--- src/rtl/xbus_mux_ctrl.sv ---
module xbus_mux_ctrl #(
  parameter int LANE_W   = 8,
  parameter int DATA_CYC = 2
) (
  input  logic                clk,
  input  logic                rst_n,
  input  logic [1:0]          mode_i,
  input  logic                clkout_en_i,
  input  logic                e_inhibit_i,
  input  logic                bus_byte_i,
  input  logic                req_valid_i,
  input  logic [3*LANE_W-1:0] req_addr_i,
  input  logic                req_write_i,
  input  logic                req_wide_i,
  input  logic                req_internal_i,
  input  logic [2*LANE_W-1:0] req_wdata_i,
  output logic                busy_o,
  output logic                done_o,
  output logic [2*LANE_W-1:0] rdata_o,
  input  logic [3*LANE_W-1:0] gpio_out_i,
  input  logic [3*LANE_W-1:0] gpio_oe_i,
  input  logic                gpio_aux_i,
  output logic [LANE_W-1:0]   p0_o,
  output logic [LANE_W-1:0]   p0_oe_o,
  output logic [LANE_W-1:0]   p1_o,
  output logic [LANE_W-1:0]   p1_oe_o,
  input  logic [LANE_W-1:0]   p1_i,
  output logic [LANE_W-1:0]   p2_o,
  output logic [LANE_W-1:0]   p2_oe_o,
  input  logic [LANE_W-1:0]   p2_i,
  output logic                rw_o,
  output logic                bhe_n_o,
  output logic                ale_o,
  output logic                e_n_o,
  output logic                aux_o
);

  localparam int AW = 3 * LANE_W;
  localparam int DW = 2 * LANE_W;
  localparam int CW = (DATA_CYC > 1) ? $clog2(DATA_CYC) : 1;
  localparam logic [CW-1:0] LAST = CW'(DATA_CYC - 1);
  localparam logic [LANE_W-1:0] ONES = '1;
  localparam logic [LANE_W-1:0] ZERO = '0;

  typedef enum logic [1:0] {ST_IDLE, ST_ADDR, ST_HOLD, ST_DATA} phase_t;

  phase_t            state;
  logic [CW-1:0]     cnt;
  logic [AW-1:0]     r_addr;
  logic [DW-1:0]     r_wdata;
  logic [LANE_W-1:0] r_lo;
  logic              r_wr, r_wide, r_int, r_b8, r_split, r_beat2, r_clk;

  logic              expand, active, in_data, a0, odd_used, even_used, cap_en;
  logic [AW-1:0]     cur_addr;
  logic [LANE_W-1:0] b1_val, b1_oe, b2_val, b2_oe;

  assign expand    = (mode_i == 2'b01);
  assign active    = (state != ST_IDLE);
  assign in_data   = (state == ST_DATA);
  assign a0        = r_wide ? r_beat2 : r_addr[0];
  assign cur_addr  = {r_addr[AW-1:1], a0};
  assign odd_used  = r_wide | a0;
  assign even_used = r_wide | ~a0;
  assign cap_en    = expand & ~r_wr & ~r_int;

  assign busy_o  = active;
  assign ale_o   = expand & (state == ST_ADDR);
  assign e_n_o   = ~(expand & in_data & ~(r_int & e_inhibit_i));
  assign rw_o    = ~(expand & active & r_wr);
  assign bhe_n_o = ~(expand & active & (a0 | (r_wide & ~r_b8)));
  assign aux_o   = clkout_en_i ? r_clk : gpio_aux_i;

  always_comb begin
    b1_val = cur_addr[2*LANE_W-1:LANE_W];
    b1_oe  = ONES;
    b2_val = cur_addr[AW-1:2*LANE_W];
    b2_oe  = ONES;
    if (in_data) begin
      if (!r_b8) begin
        b1_val = r_wide ? r_wdata[DW-1:LANE_W] : r_wdata[LANE_W-1:0];
        b1_oe  = (r_wr & odd_used) ? ONES : ZERO;
        b2_val = r_wdata[LANE_W-1:0];
        b2_oe  = (r_wr & even_used) ? ONES : ZERO;
      end else begin
        b2_val = (r_split & r_beat2) ? r_wdata[DW-1:LANE_W] : r_wdata[LANE_W-1:0];
        b2_oe  = r_wr ? ONES : ZERO;
      end
    end
  end

  always_comb begin
    if (expand) begin
      p0_o    = cur_addr[LANE_W-1:0];
      p0_oe_o = ONES;
      p1_o    = b1_val;
      p1_oe_o = b1_oe;
      p2_o    = b2_val;
      p2_oe_o = b2_oe;
    end else begin
      p0_o    = gpio_out_i[LANE_W-1:0];
      p0_oe_o = gpio_oe_i[LANE_W-1:0];
      p1_o    = gpio_out_i[2*LANE_W-1:LANE_W];
      p1_oe_o = gpio_oe_i[2*LANE_W-1:LANE_W];
      p2_o    = gpio_out_i[AW-1:2*LANE_W];
      p2_oe_o = gpio_oe_i[AW-1:2*LANE_W];
    end
  end

  always_ff @(posedge clk or negedge rst_n) begin
    if (!rst_n) r_clk <= 1'b0;
    else        r_clk <= ~r_clk;
  end

  always_ff @(posedge clk or negedge rst_n) begin
    if (!rst_n) begin
      state   <= ST_IDLE;
      cnt     <= '0;
      r_addr  <= '0;
      r_wdata <= '0;
      r_lo    <= '0;
      r_wr    <= 1'b0;
      r_wide  <= 1'b0;
      r_int   <= 1'b0;
      r_b8    <= 1'b0;
      r_split <= 1'b0;
      r_beat2 <= 1'b0;
      done_o  <= 1'b0;
      rdata_o <= '0;
    end else begin
      done_o <= 1'b0;
      case (state)
        ST_IDLE: if (req_valid_i) begin
          r_addr  <= req_addr_i;
          r_wdata <= req_wdata_i;
          r_wr    <= req_write_i;
          r_wide  <= req_wide_i;
          r_int   <= req_internal_i;
          r_b8    <= bus_byte_i;
          r_split <= req_wide_i & bus_byte_i;
          r_beat2 <= 1'b0;
          state   <= ST_ADDR;
        end
        ST_ADDR: state <= ST_HOLD;
        ST_HOLD: begin
          cnt   <= '0;
          state <= ST_DATA;
        end
        ST_DATA: if (cnt == LAST) begin
          if (cap_en) begin
            if (r_split) begin
              if (!r_beat2) r_lo <= p2_i;
              else          rdata_o <= {p2_i, r_lo};
            end else if (r_b8) begin
              rdata_o <= {ZERO, p2_i};
            end else if (r_wide) begin
              rdata_o <= {p1_i, p2_i};
            end else begin
              rdata_o <= {ZERO, a0 ? p1_i : p2_i};
            end
          end
          if (r_split && !r_beat2) begin
            r_beat2 <= 1'b1;
            state   <= ST_ADDR;
          end else begin
            state  <= ST_IDLE;
            done_o <= 1'b1;
          end
        end else begin
          cnt <= cnt + 1'b1;
        end
        default: state <= ST_IDLE;
      endcase
    end
  end

endmodule

--- config.mk ---
export PLATFORM = sky130hd
export DESIGN_NAME = xbus_mux_ctrl
export DESIGN_NICKNAME = d
export VERILOG_FILES = /design/src/rtl/xbus_mux_ctrl.sv
export SDC_FILE = /design/constraint.sdc
export NUM_CORES = 1
export LEC_CHECK = 0
export ABC_AREA = 0
export BUFFER_PORTS_ARGS = -buffer_cell sky130_fd_sc_hd__buf_2
export CAP_MARGIN = 10
export CORE_UTILIZATION = 48
export DETAILED_ROUTE_END_ITERATION = 6
export GPL_TIMING_DRIVEN = 0
export HOLD_SLACK_MARGIN = 0.03
export PLACE_DENSITY = 0.78
export SLEW_MARGIN = 20
export SYNTH_ARGS = -nofsm -noshare
export SYNTH_HDL_FRONTEND = slang
export SYNTH_SLANG_ARGS = --single-unit
--- constraint.sdc ---
create_clock -name clk -period 2.44 [get_ports clk]
set_input_delay 0 -clock clk [delete_from_list [all_inputs] [get_ports clk]]
set_output_delay 0 -clock clk [all_outputs]
set_load 0.05 [all_outputs]
* Yosys cells after proc, flatten, opt, wreduce, memory -nomap -nowiden
Cells that the tools add are included.
** Storage, ports and cells
- Flip-flop bits (word level) :: 75
- Input port bits :: 116
- Output and inout bits :: 71
- Logic and storage cells :: 100
** Cells by class
- $add $sub $neg :: 1
- Equality and inequality tests :: 8
- Multiplexer cells :: 39
- Bitwise operators :: 27
- Reduce and logical (&&, ||, !) cells :: 11
** Operators by type and width (number)
- $mux 8 :: 20
- $mux 16 :: 4
- $and 1x1->1 :: 14
- $mux 1 :: 10
- $not 1->1 :: 10
- $pmux 2 s4 :: 1
- $reduce_and 4->1 :: 2
- $reduce_bool 2->1 :: 3
- $reduce_and 5->1 :: 1
- $eq 2x1->1 const B :: 2
- $eq 2x2->1 const B :: 2
- $mux 2 :: 2
- $ne 2x1->1 const B :: 2
- $ne 2x2->1 const B :: 2
- $pmux 1 s2 :: 2
- $reduce_and 2->1 :: 2
- $or 1x1->1 :: 3
- $logic_not 2->1 :: 1
- $add 1x1->1 const B :: 1
- $logic_and 1x1->1 :: 1
- $logic_not 1->1 :: 1

* Depth between registers and ports, before layout
- Depth in word-level cells :: 8
- Depth in mapped cells :: 6
- Depth with buffers taken out :: 5

* Worst setup path after synthesis
No wires, ideal clock.
- Path kind :: register -> output
- Start :: reg state[0]
- End :: out p1_o[2]
- Data arrival time :: 2.401 ns
- Required time :: 2.440 ns
- Setup slack :: 0.039 ns
- Cell stages (with the launch flop) :: 6
- Path buffers :: 1
- Cell sequence :: dfrtp_1 > ha_1 > nor2b_1 > clkbuf_1 > mux2i_1 > o21ai_0
** On the way
- Cells in the longest elaborated chain, start to end :: 3
** Ends and longest elaborated chain
- start, declared :: line 47 : phase_t state;
- start signal, assigned :: line 117 : state <= ST_IDLE;
- start signal, assigned :: line 142 : state <= ST_ADDR;
- start signal, assigned :: line 144 : ST_ADDR: state <= ST_HOLD;
- $eq 2x2->1 :: line 60 : assign in_data = (state == ST_DATA);
- $mux 8 :: line 79 : if (in_data) begin
- $mux 8 :: line 93 : if (expand) begin
- end, declared :: line 25 : output logic [LANE_W-1:0] p1_o,
Every way passes these cells.

* Final worst setup path
- Start :: reg r_split
- End :: out p2_o[6]
** On the way
- Cells in the longest elaborated chain, start to end :: 5
** Ends and longest elaborated chain
- start, declared :: line 52 : logic r_wr, r_wide, r_int, r_b8, r_split, r_beat2, r_clk;
- start signal, assigned :: line 140 : r_split <= req_wide_i & bus_byte_i;
- $and 1x1->1 :: line 86 : b2_val = (r_split & r_beat2) ? r_wdata[DW-1:LANE_W] : r_wdata[LANE_W-1:0];
- $mux 8 :: line 86
- $mux 8 :: line 80 : if (!r_b8) begin
- $mux 8 :: line 79
- $mux 8 :: line 93
- end, declared :: line 28 : output logic [LANE_W-1:0] p2_o,
Every way passes these cells.

==> results_tabular.tex <==
\begin{tabular}{lr}
\hline
Metric & Value \\
\hline
\multicolumn{2}{l}{\textbf{Outcome}} \\
\quad Run status & finished, final reports clean \\
\multicolumn{2}{l}{\textbf{STA}} \\
\quad Post-route setup slack & 0.143 ns \\
\quad Share of the clock period used by the worst path & 94.1\% \\
\quad Setup repair after global routing missed its margin & false \\
\quad Setup-failing EPs final & 0 \\
\quad Pin slew with the least headroom to its limit & 0.671 ns \\
\quad Setup TNS & 0 ns \\
\quad Slew HR & 55.3\% \\
\quad Minimum period implied by the final worst setup slack & 2.30 ns \\
\quad Max Clock Freq & 0.435 GHz \\
\quad Final Hold Violating Endpoints & 0 \\
\quad Worst-case clock skew & 0.0105 ns \\
\quad Max-slew violations & 0 \\
\multicolumn{2}{l}{\textbf{Finish}} \\
\quad Commonest non-fill, non-tap cell in the layout & buf\_2 \\
\quad Number of standard cells in the final layout excluding fillers & 756 \\
\quad Number of antenna repair diodes & 0 \\
\quad NumNets Final & 768 \\
\quad Proportion of layout cells with a drive suffix above 1 & 44.4\% \\
\quad Final-layout fill cell count & 586 \\
\quad Area growth syn-to-layout & 47.2\% \\
\quad Final core area utilization & 73.7\% \\
\quad Most frequent cells in the layout & buf\_2, dfrtp\_1, mux2\_2, dlygate4sd3\_1, nand2\_1 \\
\multicolumn{2}{l}{\textbf{Global route}} \\
\quad Global route overflow & 0 \\
\quad Vias in the first global route & 4,363 \\
\quad Global-route wire length before repair & 21,200 microns \\
\quad GRT Total Usage & 31.6\% \\
\quad Largest net degree at the start of global routing & 44 \\
\quad Antenna violations before repair & 0 \\
\multicolumn{2}{l}{\textbf{Critical path}} \\
\quad Worst reg2reg path startpoint & state[0] \\
\quad Reg2reg path depth & 5 \\
\quad Setup slack on the worst flop-to-flop path & 0.15 ns \\
\quad Crit path max fanout & 10 \\
\quad Arrival time at the worst endpoint & 2.30 ns \\
\quad Sort of element at the start of the critical path & flip-flop \\
\quad Reg-to-reg critical path endpoint & r\_int \\
\quad Type of element capturing the critical path & output pin \\
\quad Critical path start-end classification & reg2out \\
\quad Required time at the worst-slack endpoint & 2.44 ns \\
\multicolumn{2}{l}{\textbf{Yosys}} \\
\quad Post-synthesis cell area & 4130 sq um \\
\quad Sequential element share of the synthesized area & 45.4\% \\
\quad Post-synth ARST share & 100\% \\
\quad Ys flop type & dfrtp\_1 \\
\quad Number of library cell types mapped by synthesis & 34 \\
\quad Synthesized flop and latch total & 75 \\
\quad Net Count, Synth & 504 \\
\quad EDFF count, synth & 0 \\
\quad Synthesized area per cell & 10.8 sq um \\
\quad Syn Inst Count & 383 \\
\quad Synthesis Warnings & 0 \\
\multicolumn{2}{l}{\textbf{Min path}} \\
\quad Type of the most critical hold path & in2reg \\
\quad Number of instances on the worst hold path & 3 \\
\quad Worst-case hold path end point & rdata\_o[8] \\
\quad Worst hold start & p1\_i[0] \\
\multicolumn{2}{l}{\textbf{Drt}} \\
\quad Detail-routed via count per cell & 5.43 \\
\quad Final Routed Wirelength & 13,500 microns \\
\quad Pre-antenna DRT Iters & 4 \\
\quad Average routed wire per standard cell & 17.8 microns \\
\quad Total DRC errors in the routed layout & 0 \\
\quad 1st-iter DRT viols & 186 \\
\quad Total number of vias & 4,104 \\
\quad ANT nets after route & 0 \\
\multicolumn{2}{l}{\textbf{Power}} \\
\quad Worst IR Drop VDD & 0.651 mV \\
\quad Leakage power total & 0.00303 uW \\
\quad Power Dens Cells & 1060 nW/um\^{}2 \\
\multicolumn{2}{l}{\textbf{Clocking}} \\
\quad Clock tree from TritonCTS & done \\
\quad Number of buffers on the longest clock path & 2 \\
\quad Root cell of the clock tree & clkbuf\_8 \\
\quad Sinks on the clock net & 75 \\
\quad CTS Buf Count & 9 \\
\quad Clock transition time at the flip-flop clock pins of the worst setup and hold paths & 0.07 ns \\
\quad Maximum level of the CTS H-tree & 3 \\
\quad Latest clock arrival within the worst-skew pair & 0.35 ns \\
\multicolumn{2}{l}{\textbf{Die}} \\
\quad Site row count & 33 \\
\quad Die footprint & 8990 sq um \\
\quad Die X-Extent & 94.8 microns \\
\quad Die span in y & 94.8 microns \\
\quad Initial Util & 50.0\% \\
\quad Core footprint & 8260 sq um \\
\quad Top-Level Pins & 187 \\
\multicolumn{2}{l}{\textbf{Placement}} \\
\quad Post-placement setup slack & 0.148 ns \\
\quad Buffers added on ports & 186 \\
\quad DP Wirelength & 8960 microns \\
\quad Cell total after placement & 675 \\
\quad GPL Wtd Cong & 0.803 \\
\multicolumn{2}{l}{\textbf{Run}} \\
\quad Max-cap viol count & 0 \\
\hline
\end{tabular}
## worst max path at each step
stage,startpoint,to,slack [ns],cells past startpoint
after global placement,state[0],p1_oe_o[3],0.17,6
after floorplan,state[0],p1_o[2],0.04,5
after global routing,state[0],r_int,0.01,5
final,r_split,p2_o[6],0.14,5
after CTS,state[1],p2_o[3],0.08,5
after detailed placement,state[1],p1_oe_o[0],0.15,6
## metal layers
metal  share of wire [%]  track usage, %  up-vias
li1                    -               -     1895
met1                  41            38.2     2011
met2                  51            53.4      169
met3                 5.9            7.25       29
met4                 1.9            14.4        0
met5                   0               0        -
## cells in the mapped netlist, types with 10 or more instances
cell | count | area [sq um]
nand3_1 | 10 | 50.1
mux2_2 | 68 | 766
clkbuf_1 | 24 | 90.1
mux2i_1 | 17 | 170
o21ai_0 | 12 | 60.1
nand2_1 | 45 | 169
o31ai_1 | 16 | 120
nor2b_1 | 11 | 68.8
nand2b_1 | 12 | 75.1
dfrtp_1 | 75 | 1880
nor2_1 | 19 | 71.3
## final cells by class
class	count	area, sq um	area share, %
repair buffers	253	1600	26.3
inverters	6	22.5	0.370
well taps	105	131	2.16
flip-flops and latches	75	1880	30.9
clock buffers	10	138	2.26
clock inverters	5	53.8	0.885
plain buffers	28	139	2.28
multi-input cells	274	2120	34.8
## critical path, cell delays in order (launching register included)
cell	delay, ns
dfrtp_1	0.36
clkbuf_1	0.46
nand3_2	0.37
mux2i_1	0.21
o211ai_1	0.23
buf_2	0.31
## cells by family (layout without fill, tap and decap cells)
kind of cell	Yosys count	after routing	synth area share [%]
DFF	75	75	45.4
and+or+nand+nor	114	114	14.0
AOI/OAI and AO/OA	68	68	11.9
buffers and inverters	34	302	3.75
muxes	87	87	23.4
adders and majority gates	5	5	1.51
## registers in the layout, summed over array words and instances, names as in the netlist
register / cells
cnt: 1
r_wr: 1
r_beat2: 1
rdata_o: 16
r_split: 1
r_addr: 24
r_int: 1
r_lo: 8
r_clk: 1
r_b8: 1
state: 2
r_wdata: 16
r_wide: 1
done_o: 1
## power breakdown
part	total [uW]	internal (uW)	switching (uW)	leakage, uW
sequential	2170	1790	379	0.000924
clock	954	491	463	0.000102
combinational	3350	1330	2020	0.00200
## per-stage QoR
stage	hold WS (ns)	area, sq um	power (uW)
after floorplan	-0.296	4130	4510
after global placement	0.231	5190	5250
after detailed placement	-0.0221	5220	5380
after CTS	0.0594	6030	6410
after global routing	0.0673	6080	6860
final	0.0764	6080	6480
## timing repair
action,4_1_cts,5_1_grt
endpoints found under the setup margin,30,17
pin swaps,0,1
buffers inserted,0,5
endpoints found under the hold margin,136,0
gates resized for setup,4,5
gates cloned,0,0
hold buffers,61,0
No activity file was read; power rests on OpenSTA's default activity.
